**src/rtl/fgts_pkg.sv**
```systemverilog
package fgts_pkg;
  typedef enum logic [1:0] {
    KIND_ALU    = 2'b00,
    KIND_LOAD   = 2'b01,
    KIND_BRANCH = 2'b10,
    KIND_MULDIV = 2'b11
  } inst_kind_e;
endpackage

```
**src/rtl/fgts_thread_state.sv**
```systemverilog
module fgts_thread_state
  import fgts_pkg::*;
#(
  parameter int LD_SHADOW = 2
) (
  input  logic       clk_i,
  input  logic       rst_ni,
  input  logic       inst_valid_i,
  input  logic [1:0] inst_kind_i,
  input  logic       stall_i,
  input  logic       load_miss_i,
  input  logic       fill_i,
  input  logic       muldiv_done_i,
  input  logic       issued_i,
  output logic       ready_o,
  output logic       cancel_o
);
  // pipe bit i set = load issued i+1 cycles ago
  localparam int PW       = LD_SHADOW + 2;
  localparam int SPEC_BIT = LD_SHADOW;
  localparam int MISS_BIT = LD_SHADOW + 1;

  inst_kind_e kind;
  logic [PW-1:0] ld_pipe_q;
  logic spec_q, br_q, md_q, miss_q;
  logic shadow, miss_ev;

  assign kind    = inst_kind_e'(inst_kind_i);
  assign shadow  = |ld_pipe_q[LD_SHADOW-1:0];
  assign miss_ev = load_miss_i & ld_pipe_q[MISS_BIT];

  assign ready_o  = inst_valid_i & ~stall_i & ~shadow & ~br_q & ~md_q
                  & ~miss_q & ~load_miss_i;
  assign cancel_o = miss_ev & spec_q;

  always_ff @(posedge clk_i or negedge rst_ni) begin
    if (!rst_ni) begin
      ld_pipe_q <= '0;
      spec_q    <= 1'b0;
      br_q      <= 1'b0;
      md_q      <= 1'b0;
      miss_q    <= 1'b0;
    end else if (miss_ev) begin
      // drop everything issued under the failed hit guess
      ld_pipe_q <= '0;
      spec_q    <= 1'b0;
      br_q      <= 1'b0;
      md_q      <= 1'b0;
      miss_q    <= 1'b1;
    end else begin
      ld_pipe_q <= {ld_pipe_q[PW-2:0], issued_i && (kind == KIND_LOAD)};
      spec_q    <= ld_pipe_q[SPEC_BIT] & issued_i;
      br_q      <= issued_i && (kind == KIND_BRANCH);
      if (issued_i && (kind == KIND_MULDIV)) md_q <= 1'b1;
      else if (muldiv_done_i)                md_q <= 1'b0;
      if (fill_i) miss_q <= 1'b0;
    end
  end
endmodule

```
**src/rtl/fgts_lru_pick.sv**
```systemverilog
module fgts_lru_pick #(
  parameter int NT = 4,
  parameter int TW = $clog2(NT)
) (
  input  logic                   clk_i,
  input  logic                   rst_ni,
  input  logic [NT-1:0]          ready_i,
  output logic                   pick_valid_o,
  output logic [TW-1:0]          pick_tid_o,
  output logic [NT-1:0][TW-1:0]  ord_o
);
  // ord_q[0] = least recently issued
  logic [NT-1:0][TW-1:0] ord_q, ord_n;
  logic [TW-1:0] pos_sel;
  logic          found;

  always_comb begin
    found   = 1'b0;
    pos_sel = '0;
    for (int i = 0; i < NT; i++) begin
      if (!found && ready_i[ord_q[i]]) begin
        found   = 1'b1;
        pos_sel = TW'(i);
      end
    end
  end

  assign pick_valid_o = found;
  assign pick_tid_o   = ord_q[pos_sel];
  assign ord_o        = ord_q;

  always_comb begin
    ord_n = ord_q;
    for (int i = 0; i < NT - 1; i++) begin
      if (i >= int'(pos_sel)) ord_n[i] = ord_q[i+1];
    end
    ord_n[NT-1] = ord_q[pos_sel];
  end

  always_ff @(posedge clk_i or negedge rst_ni) begin
    if (!rst_ni) begin
      for (int i = 0; i < NT; i++) ord_q[i] <= TW'(i);
    end else if (found) begin
      ord_q <= ord_n;
    end
  end
endmodule

```
**src/rtl/fg_thread_select.sv**
```systemverilog
module fg_thread_select #(
  parameter int NT        = 4,
  parameter int LD_SHADOW = 2,
  localparam int TW       = $clog2(NT)
) (
  input  logic                 clk_i,
  input  logic                 rst_ni,
  input  logic [NT-1:0]        inst_valid_i,
  input  logic [NT-1:0][1:0]   inst_kind_i,
  input  logic [NT-1:0]        stall_i,
  input  logic [NT-1:0]        load_miss_i,
  input  logic [NT-1:0]        fill_i,
  input  logic [NT-1:0]        muldiv_done_i,
  output logic                 issue_valid_o,
  output logic [TW-1:0]        issue_tid_o,
  output logic [NT-1:0]        cancel_o
);
  logic [NT-1:0]         thr_ready;
  logic [NT-1:0]         thr_issued;
  logic [NT-1:0][TW-1:0] lru_ord;

  for (genvar k = 0; k < NT; k++) begin : g_thr
    assign thr_issued[k] = issue_valid_o && (issue_tid_o == TW'(k));

    fgts_thread_state #(.LD_SHADOW(LD_SHADOW)) u_state (
      .clk_i         (clk_i),
      .rst_ni        (rst_ni),
      .inst_valid_i  (inst_valid_i[k]),
      .inst_kind_i   (inst_kind_i[k]),
      .stall_i       (stall_i[k]),
      .load_miss_i   (load_miss_i[k]),
      .fill_i        (fill_i[k]),
      .muldiv_done_i (muldiv_done_i[k]),
      .issued_i      (thr_issued[k]),
      .ready_o       (thr_ready[k]),
      .cancel_o      (cancel_o[k])
    );
  end

  fgts_lru_pick #(.NT(NT), .TW(TW)) u_lru (
    .clk_i        (clk_i),
    .rst_ni       (rst_ni),
    .ready_i      (thr_ready),
    .pick_valid_o (issue_valid_o),
    .pick_tid_o   (issue_tid_o),
    .ord_o        (lru_ord)
  );
endmodule

```
**config.mk**
```make
export PLATFORM = sky130hd
export DESIGN_NAME = fg_thread_select
export DESIGN_NICKNAME = d
export VERILOG_FILES = /design/src/rtl/fgts_pkg.sv /design/src/rtl/fgts_thread_state.sv /design/src/rtl/fgts_lru_pick.sv /design/src/rtl/fg_thread_select.sv
export SDC_FILE = /design/constraint.sdc
export NUM_CORES = 1
export LEC_CHECK = 0
export ABC_AREA = 1
export BUFFER_PORTS_ARGS = -buffer_cell sky130_fd_sc_hd__buf_2
export CAP_MARGIN = 15
export CORE_ASPECT_RATIO = 1.5
export CORE_UTILIZATION = 51
export CTS_CLUSTER_DIAMETER = 200
export DETAILED_ROUTE_END_ITERATION = 8
export GPL_TIMING_DRIVEN = 0
export HOLD_SLACK_MARGIN = 0.05
export PLACE_DENSITY = 0.77
export SLEW_MARGIN = 20
export SYNTH_ARGS = -nofsm -noshare
export SYNTH_HDL_FRONTEND = slang
export SYNTH_HIERARCHICAL = 1
export SYNTH_SLANG_ARGS = --single-unit
```
**constraint.sdc**
```tcl
create_clock -name clk_i -period 2.64 [get_ports clk_i]
set_input_delay 0.264 -clock clk_i [delete_from_list [all_inputs] [get_ports clk_i]]
set_output_delay 0.264 -clock clk_i [all_outputs]
set_load 0.02 [all_outputs]
```
==> flow_summary.yaml, run 1 <==
outcome:
  status: "finished, final reports clean"
min_path:
  min_path_type: "primary input to async pin"
yosys:
  syn_inst: 250
  ys_warn_count: 6
  synth_fp_nets: 280
  async_reset_ff_share_pct: 100
  netlist_top_cells_area: "dfrtp_1 44%, nor2_1 8.9%, nand2_1 7.9%"
  synth-seq-area-share_pct: 49.5
  yosysMostFrequentCell: "nor2_1"
  ys_ff_latch: 40
  syn-cell-area_um2: 2030
  synth_ff_type: "dfrtp_1"
  synth_cell_types: 22
  synth-edff-count: 0
  synth_common_cells: "48 x nor2_1, 43 x nand2_1, 37 x inv_1, 36 x dfrtp_1, 18 x nand3_1"
  yosys.area.top_type_share_pct: 44.3
  synth_largest_area_cell: "dfrtp_1"
  syn_area_per_cell_um2: 8.13
floorplan:
  die_y_um: 79.3
  die_area_um2: 4250
  rows: 27
  coreArea_um2: 3750
  die_w_um: 53.5
  ios: 37
  initial_utilization_pct: 54.2
sta:
  relSlewSlack_pct: 43.5
  fin_setup_tns_ns: 0
  rsz0062_at_grt: "true"
  hold-worst-slack_ns: 0.0737
  worst_pin_slew_ns: 0.848
  fin_crit_ns: 2.39
  period_share_pct: 90.7
  maxSlewViolCount: 0
  clock_skew_ns: 0.00553
  fmaxAchievable_mhz: 418
  finalHoldViolCount: 0
  setup_viol: 0
global_routing:
  grt_antenna_before_repair: 0
  met3_usage_pct: 4.79
  met1_usage_pct: 20.9
  grt_overflow: 0
  grt.busiest_layer: "met2"
  grt_pass1_vias: 1590
  grt_max_degree: 41
  grt_usage_pct: 20.1
  grtUsageMet2_pct: 36.6
  grt_pass1_wl_um: 6200
power_and_ir_drop:
  power.total_mw: 2.93
  swShare_pct: 47.0
  vdd_drop_max_v: 0.00123
  p_int_mw: 1.55
  power_frac_clock_pct: 13.3
  pwr-share-comb_pct: 52.5
  power_leakage_nw: 1.24
  power_frac_seq_pct: 34.2
  power_density_nw_per_um2: 1240
  p_sw_mw: 1.38
clock_tree:
  clock_latency_ns: 0.29
  htreeDepth: 2
  clockBufferDepth: 2
  cts-root-buf: "clkbuf_8"
  path_clk_slew_ns: 0.08
  cts_tree: "done"
  cts.sinks: 40
  postCtsSetupBuffers: 0
  numCtsBuffers: 5
cells_and_area:
  area.growth.synth_to_final_pct: 16.4
  nFillCells: 330
  fin_nets: 323
  fin_cells: 337
  antenna_cells: 0
  drive_gt1_share_pct: 32.0
route:
  vias: 1621
  wl_per_cell_um: 10.8
  route.detailed.drc: 0
  dr.pass1.iters: 4
  drtIter0Drc: 32
  ant_nets: 0
  avgViaCountPerCell: 4.81
  drt-total-wl_um: 3650
placed_design:
  globalplace.congestion: 0.805
  hpwl_um: 2790
  port_buffers: 36
  place_inst: 329
worst_setup_path:
  slowest_delay_ns: 0.39
  start_kind: "flip-flop"
  cp_slowest_cell: "dfrtp_1"
  crit_type: "flip-flop to output pin"
  critPathTopFamily: "simple AND/OR/NAND/NOR gates"
  end_kind: "output pin"
  required_ns: 2.38
  arrival_ns: 2.13
  critical_path_buf_inv_count: 2
  critPathMaxFanout: 5
  cp_cell_sequence: "nor2_1 -> nand2_1 -> nor2_1 -> inv_1 -> o21ai_0 -> nand2_2 -> nand2_4 -> nand2_2 -> nand2_1 -> nand3_2 -> and2_1 -> buf_2"
flow_run:
  maxCapViolCount: 0
-- final cells by class --
class,count,area [µm²],share of cell area (%)
multi-input cells,162,858,36.3
repair buffers,36,180,7.62
inverters,48,183,7.72
well taps,43,53.8,2.27
clock inverters,1,8.76,0.370
clock buffers,7,76.3,3.23
flip-flops and latches,40,1010,42.5
-- registers in the layout, summed over array words and instances, names as in the netlist --
name / cells
g_thr.u_state/spec_q: 4
g_thr.u_state/miss_q: 4
g_thr.u_state/md_q: 4
g_thr.u_state/ld_pipe_q: 16
g_thr.u_state/br_q: 4
u_lru/ord_o: 8
-- through the flow --
step	cell area, µm²	util (%)	worst slack (ns)
6_report	2370	63.1	0.246
5_1_grt	2370	63.1	-0.0110
4_1_cts	2350	62.7	0.100
3_5_place_dp	2270	60.4	0.201
3_3_place_gp	2270	60.4	0.214
2_1_floorplan	2030	-	0.481
-- layer usage --
metal	vias to the layer above	routed length [µm]
li1	845	-
met3	6	143
met1	735	1480
met4	0	66
met5	-	0
met2	35	1960
-- power groups by stage --
| stage | Combinational, mW | Sequential, mW | Clock, mW |
|---|---|---|---|
| finish | 1.54 | 1.00 | 0.391 |
| detailed placement | 1.52 | 1.01 | 0 |
| CTS | 1.53 | 1.00 | 0.402 |
| floorplan | 1.21 | 0.975 | 0 |
| global placement | 1.48 | 1.01 | 0 |
| global route | 1.75 | 1.03 | 0.425 |
-- what timing repair did --
item / CTS / global route
endpoints found under the setup margin: 0 / 13
resized for setup: 0 / 5
hold buffers: 0 / 0
hold endpoints to repair: 0 / 0
-- logic make-up after synthesis --
logic type      synth area share, %
simple gates                   36.1
compound gates                 5.36
buf+inv                        8.99
flops                          49.5
-- cell usage in the layout, fill, tap and decap left out, types with 7 or more instances in the layout --
cell      n
buf_2    36
dfrtp_1  36
inv_1    37
inv_2    10
nand2_1  43
nand2_2   8
nand2_4   7
nand3_1  18
nor2_1   44
nor2_2    8
o21ai_0  11
-- path summary, 6_finish.rpt --
check | cells after the start | slack (ns) | to | from
worst min-delay path | 1 | 0.07 | g_thr[2].u_state/spec_q$_DFF_PN0_ | rst_ni
worst max-delay path | 12 | 0.25 | issue_tid_o[1] | g_thr[0].u_state/md_q$_DFFE_PN0P_
worst max register to register | 18 | 0.29 | g_thr[0].u_state/md_q$_DFFE_PN0P_ | g_thr[0].u_state/md_q$_DFFE_PN0P_
min in group clk_i | 2 | 0.15 | g_thr[3].u_state/br_q$_DFF_PN0_ | inst_kind_i[6]
worst min register to register | 2 | 0.50 | g_thr[1].u_state/ld_pipe_q[1]$_DFF_PN0_ | g_thr[1].u_state/ld_pipe_q[0]$_DFF_PN0_
max in group asynchronous | 1 | 2.02 | g_thr[2].u_state/br_q$_DFF_PN0_ | rst_ni
Note: power is estimated with default switching activity, not from simulation.
==> run 2: changes to the inputs <==
- CORE_UTILIZATION: 51 -> 39
- PLACE_DENSITY: 0.77 -> 0.62
==> run 2 against run 1 <==
- global-route usage is 4.1 points lower
- critical endpoint unchanged
- combinational power hardly changed
- highest routed layer unchanged
- setup slack better by 0.0063 ns
- power hardly changed
- non-clock buffer count stayed put
- critical path depth is 2 higher
- clock-buffer cell count is 1 lower
- hold slack better by 0.0099 ns
==> flow_summary.yaml, run 2 (synthesis gave the netlist of run 1 again) <==
outcome:
  status: "finished, final reports clean"
worst_setup_path:
  start_kind: "flip-flop"
  cp_cell_sequence: "nor2_1 -> nand2_1 -> nor2_2 -> inv_1 -> nand2_1 -> nand3_1 -> nand2_2 -> inv_1 -> nand2_2 -> inv_1 -> nor2_2 -> nand3_1 -> and2_2 -> buf_2"
  arrival_ns: 2.12
  critical_path_buf_inv_count: 4
  rr_endpoint: "g_thr[3].u_state/md_q$_DFFE_PN0P_"
  crit_type: "flip-flop to output pin"
  cpMostUsedCell: "inv_1"
  critPathMaxFanout: 4
  cp_slowest_cell: "dfrtp_1"
  critPathTopFamily: "simple AND/OR/NAND/NOR gates"
  regToRegSetupSlack_ns: 0.37
  r2r-start: "g_thr[1].u_state/miss_q$_DFFE_PN0P_"
  required_ns: 2.38
  r2r_cells: 18
  end_kind: "output pin"
  slowest_delay_ns: 0.38
sta:
  worst_pin_slew_ns: 0.853
  finalHoldViolCount: 0
  relSlewSlack_pct: 43.1
  fmaxAchievable_mhz: 419
  clock_skew_ns: 0.00410
  period_share_pct: 90.4
  fin_setup_tns_ns: 0
  setup_viol: 0
  fin_crit_ns: 2.39
  maxSlewViolCount: 0
  rsz0062_at_grt: "false"
clock_tree:
  path_clk_slew_ns: 0.07
  clockBufferDepth: 2
  postCtsSetupBuffers: 0
  numCtsBuffers: 5
  clock_latency_ns: 0.29
  cts.sinks: 40
  cts-root-buf: "clkbuf_8"
  cts_tree: "done"
  htreeDepth: 2
route:
  ant_nets: 0
  avgViaCountPerCell: 4.52
  route.detailed.drc: 0
  dr.pass1.iters: 4
  drtIter0Drc: 59
  vias: 1621
  drt-total-wl_um: 3780
  wl_per_cell_um: 10.5
power_and_ir_drop:
  vdd_drop_max_v: 0.000607
  pwr-share-comb_pct: 52.9
  power_leakage_nw: 1.24
  p_int_mw: 1.56
  power_frac_seq_pct: 34.1
  power.total_mw: 2.93
  power_density_nw_per_um2: 1230
  power_frac_clock_pct: 13.0
  swShare_pct: 47.0
  p_sw_mw: 1.38
cells_and_area:
  finish.utilization_pct: 48.4
  design_area_um2: 2390
  most-common-layout-cells: "43 x nand2_1, 43 x nor2_1, 37 x inv_1"
  antenna_cells: 0
  fin_nets: 323
  seqCellArea_um2: 1010
  multiInputGateArea_um2: 857
  nFillCells: 510
  drive_gt1_share_pct: 32.8
  fin_cells: 359
  area.growth.synth_to_final_pct: 17.4
  largest_reg_flops: 16
  regMostFlops: "g_thr.u_state/ld_pipe_q"
floorplan:
  initial_utilization_pct: 41.2
  rows: 31
  die_area_um2: 5510
  die_w_um: 60.9
  ios: 37
  die_y_um: 90.4
  coreArea_um2: 4930
placed_design:
  hpwl_um: 2900
  globalplace.congestion: 0.792
  place_inst: 352
  placed_cell_area_um2: 2290
  port_buffers: 36
global_routing:
  met3_usage_pct: 3.58
  met1_usage_pct: 18.9
  grt_antenna_before_repair: 0
  grt_max_degree: 41
  grt_pass1_wl_um: 6660
  grt_usage_pct: 16.0
  grt_overflow: 0
  grt.busiest_layer: "met2"
  grtUsageMet2_pct: 26.6
  grt_pass1_vias: 1592
min_path:
  min_path_type: "primary input to async pin"
flow_run:
  maxCapViolCount: 0
==> run 2: timing repair <==
action | CTS | global route
hold buffers | 0 | 0
gates resized for setup | 0 | 7
endpoints found under the setup margin | 0 | 13
==> run 2: per-layer routing <==
metal / wire (µm) / share of wire [%] / vias to the layer above
met2: 1940 / 51 / 31
met5: 0 / 0 / -
met4: 87 / 2.3 / 0
li1: - / - / 844
met3: 148 / 3.9 / 8
met1: 1600 / 42 / 738
==> run 2: how the worst max path moves through the flow <==
stage                                            start                           endpoint  slack, ns  depth (start not counted)
6_report           g_thr[1].u_state/miss_q$_DFFE_PN0P_                     issue_tid_o[1]       0.25                         14
5_1_grt        g_thr[0].u_state/ld_pipe_q[0]$_DFF_PN0_                     issue_tid_o[1]       0.02                         12
4_1_cts            g_thr[1].u_state/miss_q$_DFFE_PN0P_                     issue_tid_o[1]       0.12                         13
3_5_place_dp                            load_miss_i[1]  g_thr[2].u_state/spec_q$_DFF_PN0_       0.20                         17
3_3_place_gp                            load_miss_i[1]  g_thr[0].u_state/md_q$_DFFE_PN0P_       0.21                         19
2_1_floorplan      g_thr[1].u_state/miss_q$_DFFE_PN0P_  g_thr[0].u_state/md_q$_DFFE_PN0P_       0.48                         18
==> run 2: final cells by class <==
cell class | instances | area share (%)
clock inverters | 1 | 0.210
clock buffers | 6 | 3.04
flip-flops and latches | 40 | 42.2
inverters | 48 | 7.66
repair buffers | 36 | 7.55
multi-input cells | 162 | 35.9
well taps | 66 | 3.46
==> run 2: power by group through the flow <==
stage / logic (mW) / registers, mW / clock network, mW
after global placement: 1.50 / 1.01 / 0
final: 1.55 / 1.00 / 0.381
after floorplan: 1.21 / 0.975 / 0
after CTS: 1.53 / 1.00 / 0.394
after detailed placement: 1.52 / 1.01 / 0
after global routing: 1.78 / 1.03 / 0.417
==> run 2: through the flow <==
stage	hold slack, ns	setup slack, ns
floorplan	-0.0316	0.481
global placement	0.434	0.208
detailed placement	0.435	0.204
CTS	0.126	0.124
global route	0.139	0.0172
finish	0.0836	0.252
==> run 3: changes to the inputs <==
- CTS_BUF_LIST: unset -> sky130_fd_sc_hd__clkbuf_4 sky130_fd_sc_hd__clkbuf_8
==> run 3 against run 2 <==
- non-clock buffer count did not move
- first-iteration DRC count rose by 1.7%
- routed wire length hardly changed
- fmax fell by 0.27%
- cell area up 0.16%
- global-route usage is the same
- sequential share of layout area fell by 0.066 points
- die area did not move
- critical path type unchanged
==> flow_summary.yaml, run 3 (synthesis gave the netlist of run 1 again) <==
outcome:
  status: "finished, final reports clean"
global_routing:
  met3_usage_pct: 3.58
  grt_max_degree: 41
  grt.busiest_layer: "met2"
  grt_antenna_before_repair: 0
  met1_usage_pct: 18.9
  grt_usage_pct: 16.0
  grt_pass1_vias: 1592
  grtUsageMet2_pct: 26.6
  grt_pass1_wl_um: 6660
  grt_overflow: 0
cells_and_area:
  design_area_um2: 2390
  drive_gt1_share_pct: 33.1
  most-common-layout-cells: "43 x nand2_1, 43 x nor2_1, 37 x inv_1"
  antenna_cells: 0
  largest_reg_flops: 16
  nFillCells: 508
  area.growth.synth_to_final_pct: 17.6
  fin_nets: 323
  finish.utilization_pct: 48.5
  regMostFlops: "g_thr.u_state/ld_pipe_q"
flow_run:
  maxCapViolCount: 0
sta:
  setup_viol: 0
  worst_pin_slew_ns: 0.859
  rsz0062_at_grt: "false"
  period_share_pct: 90.7
  clock_skew_ns: 0.00430
  fin_setup_tns_ns: 0
  relSlewSlack_pct: 42.8
  fin_crit_ns: 2.39
  fmaxAchievable_mhz: 418
  finalHoldViolCount: 0
  maxSlewViolCount: 0
floorplan:
  initial_utilization_pct: 41.2
  die_w_um: 60.9
  ios: 37
  coreArea_um2: 4930
  die_area_um2: 5510
  die_y_um: 90.4
  rows: 31
min_path:
  min_path_type: "primary input to async pin"
clock_tree:
  cts.sinks: 40
  path_clk_slew_ns: 0.08
  clock_latency_ns: 0.29
  clockBufferDepth: 2
  cts_tree: "done"
  cts-root-buf: "clkbuf_8"
  htreeDepth: 2
  numCtsBuffers: 5
worst_setup_path:
  critPathTopFamily: "simple AND/OR/NAND/NOR gates"
  cpMostUsedCell: "nand2_4"
  critical_path_buf_inv_count: 3
  cp_cell_sequence: "nor2_1 -> nand2_1 -> nor2_2 -> inv_1 -> o211ai_2 -> nand2_4 -> nand2_8 -> inv_4 -> nand2_4 -> nand3_2 -> and2_2 -> buf_2"
  critPathMaxFanout: 9
  start_kind: "flip-flop"
  arrival_ns: 2.13
  cp_slowest_cell: "dfrtp_1"
  end_kind: "output pin"
  slowest_delay_ns: 0.38
  required_ns: 2.38
  crit_type: "flip-flop to output pin"
route:
  ant_nets: 0
  drt-total-wl_um: 3780
  wl_per_cell_um: 10.5
  drtIter0Drc: 60
  vias: 1619
  dr.pass1.iters: 4
  avgViaCountPerCell: 4.51
  route.detailed.drc: 0
power_and_ir_drop:
  vdd_drop_max_v: 0.000606
  power_density_nw_per_um2: 1230
  power.total_mw: 2.94
  power_leakage_nw: 1.25
placed_design:
  hpwl_um: 2900
  globalplace.congestion: 0.792
  placed_cell_area_um2: 2290
  port_buffers: 36
[run 3: cell counts in the layout (fill, tap and decap cells not counted)]
No cell type changed its count.
[run 3: area by class of cell]
type / count / area [µm²] / area share [%]
sequential: 40 / 1010 / 42.1
multi-input combinational: 162 / 857 / 35.9
inverter: 48 / 183 / 7.64
timing repair buffer: 36 / 180 / 7.54
tap: 66 / 82.6 / 3.46
clock buffer: 6 / 76.3 / 3.19
clock inverter: 1 / 5.00 / 0.209
[run 3: per-layer routing]
metal / wire, µm / vias up
met3: 154 / 8
met5: 0 / -
met4: 87 / 0
li1: - / 844
met2: 1930 / 33
met1: 1610 / 734
[run 3: final timing paths]
check | from | to | slack [ns] | depth (start not counted)
setup reg to reg | g_thr[1].u_state/miss_q$_DFFE_PN0P_ | g_thr[3].u_state/md_q$_DFFE_PN0P_ | 0.37 | 18
min in group clk_i | inst_kind_i[1] | g_thr[0].u_state/ld_pipe_q[0]$_DFF_PN0_ | 0.14 | 2
setup / recovery | g_thr[2].u_state/miss_q$_DFFE_PN0P_ | issue_tid_o[1] | 0.25 | 12
max in group asynchronous | rst_ni | g_thr[3].u_state/br_q$_DFF_PN0_ | 2.02 | 1
hold reg to reg | g_thr[2].u_state/ld_pipe_q[1]$_DFF_PN0_ | g_thr[2].u_state/ld_pipe_q[2]$_DFF_PN0_ | 0.49 | 2
hold / removal | rst_ni | g_thr[3].u_state/ld_pipe_q[0]$_DFF_PN0_ | 0.09 | 1
[run 3: where the power goes]
part / total [mW] / leakage (nW) / internal, mW / switching, mW
clock: 0.393 / 0.0445 / 0.190 / 0.203
sequential: 1.00 / 0.534 / 0.850 / 0.150
combinational: 1.55 / 0.668 / 0.526 / 1.03
[run 3: repair_timing]
action	4_1_cts	5_1_grt
setup endpoints to repair	0	13
gates resized for setup	0	7
hold buffers	0	0
setup buffers	0	0
[run 3: per-stage QoR]
stage / hold WS (ns) / instances / setup slack (ns)
after floorplan: -0.0316 / 250 / 0.481
after global placement: 0.434 / 352 / 0.208
after detailed placement: 0.435 / 352 / 0.204
after CTS: 0.126 / 359 / 0.124
after global routing: 0.139 / 359 / 0.0169
final: 0.0860 / 359 / 0.246
